$ cat config.mk
export PLATFORM = sky130hd
export DESIGN_NAME = vc_link
export DESIGN_NICKNAME = d
export VERILOG_FILES = /design/src/rtl/vc_link_pkg.sv /design/src/rtl/vc_lane_fifo.sv /design/src/rtl/vc_credit_ctr.sv /design/src/rtl/vc_rr_arb.sv /design/src/rtl/vc_link.sv
export SDC_FILE = /design/constraint.sdc
export NUM_CORES = 1
export LEC_CHECK = 0
export BUFFER_PORTS_ARGS = -buffer_cell sky130_fd_sc_hd__buf_4
export CORE_ASPECT_RATIO = 1.4
export CORE_MARGIN = 5
export CORE_UTILIZATION = 62
export CTS_BUF_LIST = sky130_fd_sc_hd__clkbuf_2
export DETAILED_ROUTE_END_ITERATION = 6
export PLACE_DENSITY = 0.95
export SYNTH_ARGS = -nofsm -noshare
export SYNTH_HDL_FRONTEND = slang
export SYNTH_SLANG_ARGS = --single-unit
$ cat constraint.sdc
create_clock -name clk -period 20.4 [get_ports clk]
set_input_delay 2.04 -clock clk [delete_from_list [all_inputs] [get_ports clk]]
set_output_delay 2.04 -clock clk [all_outputs]
set_load 0.005 [all_outputs]
$ cat src/rtl/vc_link_pkg.sv
`timescale 1ns/1ps
package vc_link_pkg;
  typedef enum logic [1:0] {
    FK_BODY   = 2'b00,
    FK_HEAD   = 2'b01,
    FK_TAIL   = 2'b10,
    FK_SINGLE = 2'b11
  } flit_kind_e;

  // in_msg: a message on this channel is open; last: word closes it
  function automatic flit_kind_e frame_kind(input logic in_msg, input logic last);
    if (in_msg) return last ? FK_TAIL : FK_BODY;
    return last ? FK_SINGLE : FK_HEAD;
  endfunction
endpackage

$ cat src/rtl/vc_lane_fifo.sv
`timescale 1ns/1ps
module vc_lane_fifo #(
  parameter int DEPTH = 2,
  parameter int WIDTH = 18
) (
  input  logic             clk,
  input  logic             rst_n,
  input  logic             push,
  input  logic [WIDTH-1:0] din,
  input  logic             pop,
  output logic [WIDTH-1:0] dout,
  output logic             not_empty
);
  localparam int AW = (DEPTH > 1) ? $clog2(DEPTH) : 1;
  localparam int CW = $clog2(DEPTH + 1);

  logic [WIDTH-1:0] mem [DEPTH];
  logic [AW-1:0]    wp_q, rp_q;
  logic [CW-1:0]    cnt_q;

  function automatic logic [AW-1:0] bump(input logic [AW-1:0] p);
    return (p == AW'(DEPTH - 1)) ? '0 : p + AW'(1);
  endfunction

  always_ff @(posedge clk) begin
    if (push) mem[wp_q] <= din;
  end

  always_ff @(posedge clk or negedge rst_n) begin
    if (!rst_n) begin
      wp_q  <= '0;
      rp_q  <= '0;
      cnt_q <= '0;
    end else begin
      if (push) wp_q <= bump(wp_q);
      if (pop)  rp_q <= bump(rp_q);
      case ({push, pop})
        2'b10:   cnt_q <= cnt_q + CW'(1);
        2'b01:   cnt_q <= cnt_q - CW'(1);
        default: cnt_q <= cnt_q;
      endcase
    end
  end

  assign dout      = mem[rp_q];
  assign not_empty = (cnt_q != '0);
endmodule

$ cat src/rtl/vc_credit_ctr.sv
`timescale 1ns/1ps
module vc_credit_ctr #(
  parameter int DEPTH = 2
) (
  input  logic clk,
  input  logic rst_n,
  input  logic spend,
  input  logic refund,
  output logic has_credit
);
  localparam int CW = $clog2(DEPTH + 1);

  logic [CW-1:0] cnt_q;

  always_ff @(posedge clk or negedge rst_n) begin
    if (!rst_n) begin
      cnt_q <= CW'(DEPTH);
    end else begin
      case ({spend, refund})
        2'b10:   cnt_q <= cnt_q - CW'(1);
        2'b01:   cnt_q <= cnt_q + CW'(1);
        default: cnt_q <= cnt_q;
      endcase
    end
  end

  assign has_credit = (cnt_q != '0);
endmodule

$ cat src/rtl/vc_rr_arb.sv
`timescale 1ns/1ps
module vc_rr_arb #(
  parameter int N     = 3,
  parameter int IDX_W = 2
) (
  input  logic             clk,
  input  logic             rst_n,
  input  logic [N-1:0]     req,
  output logic [N-1:0]     gnt,
  output logic [IDX_W-1:0] gnt_idx
);
  logic [IDX_W-1:0] ptr_q;
  logic             any;
  int               win;

  always_comb begin
    gnt = '0;
    any = 1'b0;
    win = 0;
    for (int i = 0; i < N; i++) begin
      int c;
      c = (int'(ptr_q) + i) % N;
      if (!any && req[c]) begin
        any    = 1'b1;
        gnt[c] = 1'b1;
        win    = c;
      end
    end
  end

  always_ff @(posedge clk or negedge rst_n) begin
    if (!rst_n)   ptr_q <= '0;
    else if (any) ptr_q <= IDX_W'((win + 1) % N);
  end

  assign gnt_idx = IDX_W'(win);
endmodule

$ cat src/rtl/vc_link.sv
`timescale 1ns/1ps
module vc_link
  import vc_link_pkg::*;
#(
  parameter int NUM_VC = 3,
  parameter int DATA_W = 16,
  parameter int DEPTH  = 2,
  localparam int VC_W  = (NUM_VC > 1) ? $clog2(NUM_VC) : 1
) (
  input  logic                     clk,
  input  logic                     rst_n,
  input  logic [NUM_VC-1:0]        in_valid,
  output logic [NUM_VC-1:0]        in_ready,
  input  logic [NUM_VC*DATA_W-1:0] in_data,
  input  logic [NUM_VC-1:0]        in_last,
  output logic                     link_valid,
  output logic [VC_W-1:0]          link_vc,
  output logic [1:0]               link_type,
  output logic [DATA_W-1:0]        link_data,
  output logic [NUM_VC-1:0]        out_valid,
  input  logic [NUM_VC-1:0]        out_ready,
  output logic [NUM_VC*DATA_W-1:0] out_data,
  output logic [NUM_VC*2-1:0]      out_type,
  output logic [NUM_VC-1:0]        crd_ret
);
  localparam int LANE_W = DATA_W + 2;

  // ---------------- sending side ----------------
  logic [NUM_VC-1:0] has_credit, req, gnt, in_msg_q;
  logic [VC_W-1:0]   gnt_idx;
  logic [NUM_VC-1:0] crd_q;

  genvar v;
  generate
    for (v = 0; v < NUM_VC; v++) begin : g_credit
      vc_credit_ctr #(.DEPTH(DEPTH)) u_ctr (
        .clk       (clk),
        .rst_n     (rst_n),
        .spend     (gnt[v]),
        .refund    (crd_q[v]),
        .has_credit(has_credit[v])
      );
    end
  endgenerate

  assign req = in_valid & has_credit;

  vc_rr_arb #(.N(NUM_VC), .IDX_W(VC_W)) u_arb (
    .clk    (clk),
    .rst_n  (rst_n),
    .req    (req),
    .gnt    (gnt),
    .gnt_idx(gnt_idx)
  );

  assign in_ready = gnt;

  logic [DATA_W-1:0] sel_data;
  logic              sel_last, sel_msg;

  always_comb begin
    sel_data = '0;
    sel_last = 1'b0;
    sel_msg  = 1'b0;
    for (int i = 0; i < NUM_VC; i++) begin
      if (gnt[i]) begin
        sel_data = in_data[i*DATA_W +: DATA_W];
        sel_last = in_last[i];
        sel_msg  = in_msg_q[i];
      end
    end
  end

  // framing state: a channel is open from head until tail
  always_ff @(posedge clk or negedge rst_n) begin
    if (!rst_n) begin
      in_msg_q <= '0;
    end else begin
      for (int i = 0; i < NUM_VC; i++)
        if (gnt[i]) in_msg_q[i] <= ~in_last[i];
    end
  end

  // the shared wire register
  logic              wire_v_q;
  logic [VC_W-1:0]   wire_vc_q;
  flit_kind_e        wire_t_q;
  logic [DATA_W-1:0] wire_d_q;

  always_ff @(posedge clk or negedge rst_n) begin
    if (!rst_n) begin
      wire_v_q  <= 1'b0;
      wire_vc_q <= '0;
      wire_t_q  <= FK_BODY;
      wire_d_q  <= '0;
    end else begin
      wire_v_q <= |gnt;
      if (|gnt) begin
        wire_vc_q <= gnt_idx;
        wire_t_q  <= frame_kind(sel_msg, sel_last);
        wire_d_q  <= sel_data;
      end
    end
  end

  assign link_valid = wire_v_q;
  assign link_vc    = wire_vc_q;
  assign link_type  = wire_t_q;
  assign link_data  = wire_d_q;

  // ---------------- receiving side ----------------
  logic [NUM_VC-1:0] pop;

  generate
    for (v = 0; v < NUM_VC; v++) begin : g_lane
      logic [LANE_W-1:0] head;
      vc_lane_fifo #(.DEPTH(DEPTH), .WIDTH(LANE_W)) u_fifo (
        .clk      (clk),
        .rst_n    (rst_n),
        .push     (wire_v_q && (wire_vc_q == VC_W'(v))),
        .din      ({wire_t_q, wire_d_q}),
        .pop      (pop[v]),
        .dout     (head),
        .not_empty(out_valid[v])
      );
      assign pop[v]                        = out_valid[v] & out_ready[v];
      assign out_data[v*DATA_W +: DATA_W]  = head[DATA_W-1:0];
      assign out_type[v*2 +: 2]            = head[LANE_W-1 -: 2];
    end
  endgenerate

  always_ff @(posedge clk or negedge rst_n) begin
    if (!rst_n) crd_q <= '0;
    else        crd_q <= pop;
  end

  assign crd_ret = crd_q;
endmodule

==> results of run 1 <==
==> final cells by class <==
| cell class | count | area, µm² |
|---|---|---|
| clock buffer | 19 | 95.1 |
| tap | 147 | 184 |
| antenna | 1 | 2.50 |
| multi-input combinational | 363 | 2900 |
| sequential | 155 | 4420 |
| clock inverter | 13 | 191 |
| fill | 663 | 2920 |
| timing repair buffer | 146 | 1100 |
| inverter | 20 | 75.1 |
==> synth_stat cells (3+ instances only) <==
library cell | instances | share of area
o21a_1 | 3 | 0.0030
nand4_1 | 5 | 0.0042
dfstp_2 | 3 | 0.010
nand3b_1 | 3 | 0.0030
o21ai_0 | 26 | 0.017
buf_4 | 10 | 0.010
nor2_1 | 33 | 0.016
and2_1 | 4 | 0.0033
or2_2 | 8 | 0.0067
a21oi_1 | 15 | 0.010
nor3_1 | 10 | 0.0067
mux2_2 | 56 | 0.084
nand3_1 | 7 | 0.0047
mux2i_1 | 4 | 0.0053
inv_1 | 20 | 0.010
ha_1 | 22 | 0.037
dfrtp_1 | 44 | 0.15
edfxtp_1 | 108 | 0.43
xnor2_1 | 15 | 0.017
clkbuf_1 | 14 | 0.0070
o211ai_1 | 9 | 0.0090
nor2b_1 | 3 | 0.0025
xor2_1 | 14 | 0.016
nand2_1 | 23 | 0.011
a22oi_1 | 33 | 0.033
o22ai_1 | 3 | 0.0025
==> worst max-delay path, delay by kind of cell <==
family,cells,cell delay [ns]
fa+ha+maj,4,1.25
xor+xnor,1,0.19
simple gates,9,2.29
mux,1,0.19
buf+inv,2,0.91
compound gates,12,2.41
==> final timing paths <==
check | start | to | cells after the start
worst min register to register | g_lane[1].u_fifo.cnt_q[1] | g_lane[1].u_fifo.cnt_q[1] | 1
worst min-delay path | g_lane[1].u_fifo.cnt_q[1] | g_lane[1].u_fifo.cnt_q[1] | 1
max in group asynchronous | rst_n | in_msg_q[2] | 1
min in group asynchronous | rst_n | link_data[1] | 1
worst max-delay path | in_valid[0] | u_arb.ptr_q[0] | 29
worst max register to register | u_arb.ptr_q[1] | u_arb.ptr_q[0] | 30
==> metrics by stage <==
stage | std cells | hold slack [ns] | setup slack, ns
after floorplan | 568 | 0.434 | 12.08
after global placement | 831 | 0.448 | 11.50
after detailed placement | 831 | 0.451 | 11.13
after CTS | 863 | 0.479 | 11.88
after global routing | 864 | 0.493 | 11.35
final | 864 | 0.473 | 11.70
==> registers in the layout, indices dropped and copies added (netlist names) <==
register,count
link_vc,2
g_lane.u_fifo.mem,108
g_lane.u_fifo.wp_q,3
link_type,2
link_data,16
g_lane.u_fifo.cnt_q,6
in_msg_q,3
g_lane.u_fifo.rp_q,3
g_credit.u_ctr.cnt_q,6
link_valid,1
u_arb.ptr_q,2
crd_ret,3
==> cell families after synthesis <==
kind of cell	after synthesis	share of synthesized area
AOI/OAI and AO/OA	135	0.136
and+or+nand+nor	114	0.0780
DFF	155	0.588
adders and majority gates	22	0.0366
muxes	61	0.0911
buffers and inverters	50	0.0326
xor gates and xnor gates	31	0.0381
==> routing by layer <==
metal	routed length (µm)	part of all wire	up-vias
li1	-	-	2412
met1	6970	0.33	2744
met2	11300	0.54	371
met3	1860	0.089	78
met4	907	0.043	0
met5	0	0	-
==> cells in the final DEF (no fill, tap or decap), types with 7 or more instances in the layout <==
master and n:
clkbuf_2 19, edfxtp_1 108, o21ai_0 26, inv_1 20
mux2_2 56, a22oi_1 33, dfrtp_1 44, a21oi_1 15
nand2_1 23, or2_2 8, nand3_1 7, nor3_1 9
o211ai_1 9, nor2_1 27, xor2_1 14, ha_1 22
buf_4 146, xnor2_1 15
==> flow_summary.json, run 1 <==
{
  "clk_path_buf_depth": 2,
  "yosys_warnings": 0,
  "syn_to_final_growth_pct": 19.1,
  "core_um2": 11900,
  "crit_arrival_ns": 9.29,
  "syn-num-nets": 649,
  "synthCells": 568,
  "antenna_found_initial": 1,
  "die_w_um": 103,
  "vias": 5605,
  "root_buffer": "clkbuf_2",
  "pin_count": 143,
  "required_ns": 20.99,
  "routed_wl_um": 21000,
  "final_area_um2": 8960,
  "layout-drive-gt1-share": 0.395,
  "synth_cell_types": 86,
  "vias_per_cell": 6.49,
  "grt_max_degree": 48,
  "slowest_delay_ns": 0.80,
  "post_drt_wl_per_cell_um": 24.4,
  "die-area_um2": 14500,
  "syn_area_um2": 7520,
  "grt_pass1_vias": 5745,
  "cts.sinks": 155,
  "crit_path_end_kind": "register",
  "clkLatencyLatePin_ns": 0.69,
  "crit_type": "input port to register",
  "ys_seq_area_frac": 0.588,
  "cts_htree_levels": 4,
  "finalSetupViolCount": 0,
  "hp-class": "register to register",
  "ys.flop_type": "edfxtp_1",
  "finClkSkew_ns": 0.0363,
  "rows": 47,
  "fin_setup_tns_ns": 0,
  "portBuffers": 142,
  "ys_seq_elements": 155,
  "slowest_stage": "inv_1",
  "cp-start-kind": "input port",
  "met1_usage": 0.324,
  "final_antenna_net_count": 0,
  "avgSynthCellArea_um2": 13.2,
  "outcome": "finished, final reports clean",
  "finalHoldViolCount": 0,
  "drt-pass1-iter-count": 5,
  "period_minus_slack_ns": 8.70,
  "drc": 0,
  "synthArstFlopShare": 0.303,
  "met3_usage": 0.0607,
  "grt_use_met2": 0.520,
  "nets": 784,
  "start_util": 0.633,
  "synth_edf_count": 108,
  "cts_tree": "done",
  "grt_pass1_wl_um": 31400,
  "cts_resized": 0,
  "die_y_um": 140,
  "max-slew-margin-rel": 0.211,
  "fmax_ghz": 0.115,
  "rsz0062_at_grt": "no",
  "drt_iter0_drc": 541,
  "dpl.hpwl_um": 14500,
  "worst_pin_slew_ns": 1.18,
  "maxCapViolations": 0,
  "path_clk_slew_ns": 0.21,
  "finalWeightedCongestion": 0.871,
  "cts_made_buffers": 17,
  "grt_usage": 0.290,
  "final-max-slew-violation-count": 0,
  "cpMostUsedCell": "ha_1",
  "timing.final.crit_share": 0.426,
  "post_cts.repair.setup_buffers": 0,
  "utilization": 0.754,
  "hold_buffers": 0,
  "grt-busiest-layer": "met2",
  "reg2reg_setup_slack_ns": 11.73,
  "placed_area_um2": 8670,
  "grt_overflow": 0,
  "cp_max_fo": 24
}
Power of run 1 is not shown: default switching activity piles up to over one toggle a cycle in this logic, so the estimate is an artifact.
==> run 2: changes to the inputs <==
--- a/config.mk
+++ b/config.mk
@@ -8,10 +8,10 @@
 export BUFFER_PORTS_ARGS = -buffer_cell sky130_fd_sc_hd__buf_4
 export CORE_ASPECT_RATIO = 1.4
 export CORE_MARGIN = 5
-export CORE_UTILIZATION = 62
+export CORE_UTILIZATION = 52
 export CTS_BUF_LIST = sky130_fd_sc_hd__clkbuf_2
 export DETAILED_ROUTE_END_ITERATION = 6
-export PLACE_DENSITY = 0.95
+export PLACE_DENSITY = 0.9
 export SYNTH_ARGS = -nofsm -noshare
 export SYNTH_HDL_FRONTEND = slang
 export SYNTH_SLANG_ARGS = --single-unit
==> constraint.sdc (replaced) <==
create_clock -name clk -period 7.35 [get_ports clk]
set_input_delay 0.735 -clock clk [delete_from_list [all_inputs] [get_ports clk]]
set_output_delay 0.735 -clock clk [all_outputs]
set_load 0.005 [all_outputs]
==> flow_summary.json, run 2 (synthesis results as in run 1) <==
{
  "die_w_um": 112,
  "outcome": "finished, final reports clean",
  "dpl.hpwl_um": 14500,
  "worst_pin_slew_ns": 1.13,
  "syn_to_final_growth_pct": 19.8,
  "swShare": 0.441,
  "finalHoldViolCount": 0,
  "grt_pass1_wl_um": 31700,
  "final_area_um2": 9020,
  "nets": 792,
  "fmax_ghz": 0.144,
  "antenna_found_initial": 1,
  "drc": 0,
  "grt_usage": 0.239,
  "finalWeightedCongestion": 0.870,
  "period_minus_slack_ns": 6.95,
  "grt_pass1_vias": 5740,
  "layout-drive-gt1-share": 0.409,
  "grt_max_degree": 48,
  "vias_per_cell": 6.04,
  "cts_tree": "done",
  "fin_setup_tns_ns": 0,
  "p_leak_uw": 0.00359,
  "timing.final.crit_share": 0.945,
  "rows": 52,
  "portBuffers": 142,
  "holdWs_ns": 0.243,
  "finalWorstSetupSlack_ns": 0.404,
  "pin_count": 143,
  "root_buffer": "clkbuf_2",
  "grt_overflow": 0,
  "post-place-ws_ns": 0.254,
  "crit_path_end_kind": "register",
  "peakVddDrop_mv": 0.312,
  "mostFrequentLayoutCells": "buf_4 (153), edfxtp_1 (108), mux2_2 (56)",
  "seqPwrFrac": 0.321,
  "final-max-slew-violation-count": 0,
  "cts_htree_levels": 4,
  "final_cells": 914,
  "largest-register": "g_lane.u_fifo.mem",
  "final_antenna_net_count": 0,
  "clk_path_buf_depth": 2,
  "max-slew-margin-rel": 0.245,
  "drt_iter0_drc": 464,
  "required_ns": 7.93,
  "post_cts.repair.setup_buffers": 0,
  "crit_type": "register to register",
  "maxCapViolations": 0,
  "start_util": 0.526,
  "crit_arrival_ns": 7.53,
  "finClkSkew_ns": 0.0460,
  "die-area_um2": 17000,
  "cp-start-kind": "register",
  "vias": 5519,
  "cts_made_buffers": 17,
  "slowest_stage": "or4_4",
  "placed_area_um2": 8780,
  "die_y_um": 152,
  "power.density_nw_per_um2": 574,
  "cts.sinks": 155,
  "routed_wl_um": 20300,
  "clkPwrFrac": 0.077,
  "post_drt_wl_per_cell_um": 22.3,
  "path_clk_slew_ns": 0.19,
  "cp_max_fo": 23,
  "clkLatencyLatePin_ns": 0.70,
  "finalSetupViolCount": 0,
  "hp-class": "input port to register",
  "core_um2": 14300,
  "drt-pass1-iter-count": 5,
  "dp.cells": 880,
  "comb_power_share": 0.603,
  "final_common_cell": "buf_4",
  "p_sw_uw": 2280,
  "largest_reg_flops": 108,
  "p_int_uw": 2890,
  "slowest_delay_ns": 0.59
}
[run 2: cell types whose count changed in the layout (fill, tap and decap cells not counted), sizes merged]
cell	change
buf	+7
bufinv	-3
clkbuf	+3
clkinv	+2
inv	-2
dlygate4sd3	+1
[run 2: final timing paths]
path,startpoint,end,slack [ns],cells past startpoint
min reg2reg,g_lane[2].u_fifo.cnt_q[1],g_lane[2].u_fifo.cnt_q[1],0.48,1
max,u_arb.ptr_q[0],u_arb.ptr_q[0],0.40,31
min in group asynchronous,rst_n,link_data[1],0.57,2
min,in_last[2],in_msg_q[2],0.24,2
max reg2reg,u_arb.ptr_q[0],u_arb.ptr_q[0],0.40,31
max in group asynchronous,rst_n,u_arb.ptr_q[1],6.27,2
[run 2: layer usage]
layer / vias up / track usage / share of wire / wire length [µm]
li1: 2430 / - / - / -
met5: - / 0 / 0 / 0
met1: 2710 / 0.250 / 0.34 / 6880
met2: 317 / 0.443 / 0.54 / 10900
met4: 0 / 0.0986 / 0.036 / 735
met3: 62 / 0.0687 / 0.090 / 1830
[run 2: repair_timing]
action,in CTS,in global routing
endpoints found under the setup margin,0,2
hold endpoints to repair,6,0
gates resized for setup,0,10
hold buffers,1,0
[run 2: critical path, delay by kind of cell, from the launching register on]
family	cells	cell delay, ns
AOI/OAI and AO/OA	8	1.36
DFF	1	0.50
and+or+nand+nor	13	2.84
buffers and inverters	4	0.69
xor gates and xnor gates	1	0.17
adders and majority gates	5	1.30
[run 2: area by class of cell]
type	count	area, µm²
diodes	1	2.50
clock buffers	22	110
clock inverters	10	80.1
fillers	1010	5300
inverters	20	75.1
multi-input cells	363	2930
flip-flops and latches	155	4430
well taps	189	236
repair buffers	154	1160
[run 2: metrics by stage]
step | util | total power (µW)
after CTS | 0.627 | 5130
after global routing | 0.630 | 5530
after floorplan | - | 3640
final | 0.630 | 5180
after global placement | 0.613 | 4560
after detailed placement | 0.613 | 4710
[run 2: power by group through the flow]
stage	Clock (µW)	Sequential, µW	Combinational [µW]
after detailed placement	0	1670	3040
after global routing	454	1690	3380
final	398	1660	3120
after floorplan	0	1520	2130
after CTS	405	1650	3080
after global placement	0	1630	2930
No activity file was read; power rests on OpenSTA's default activity.
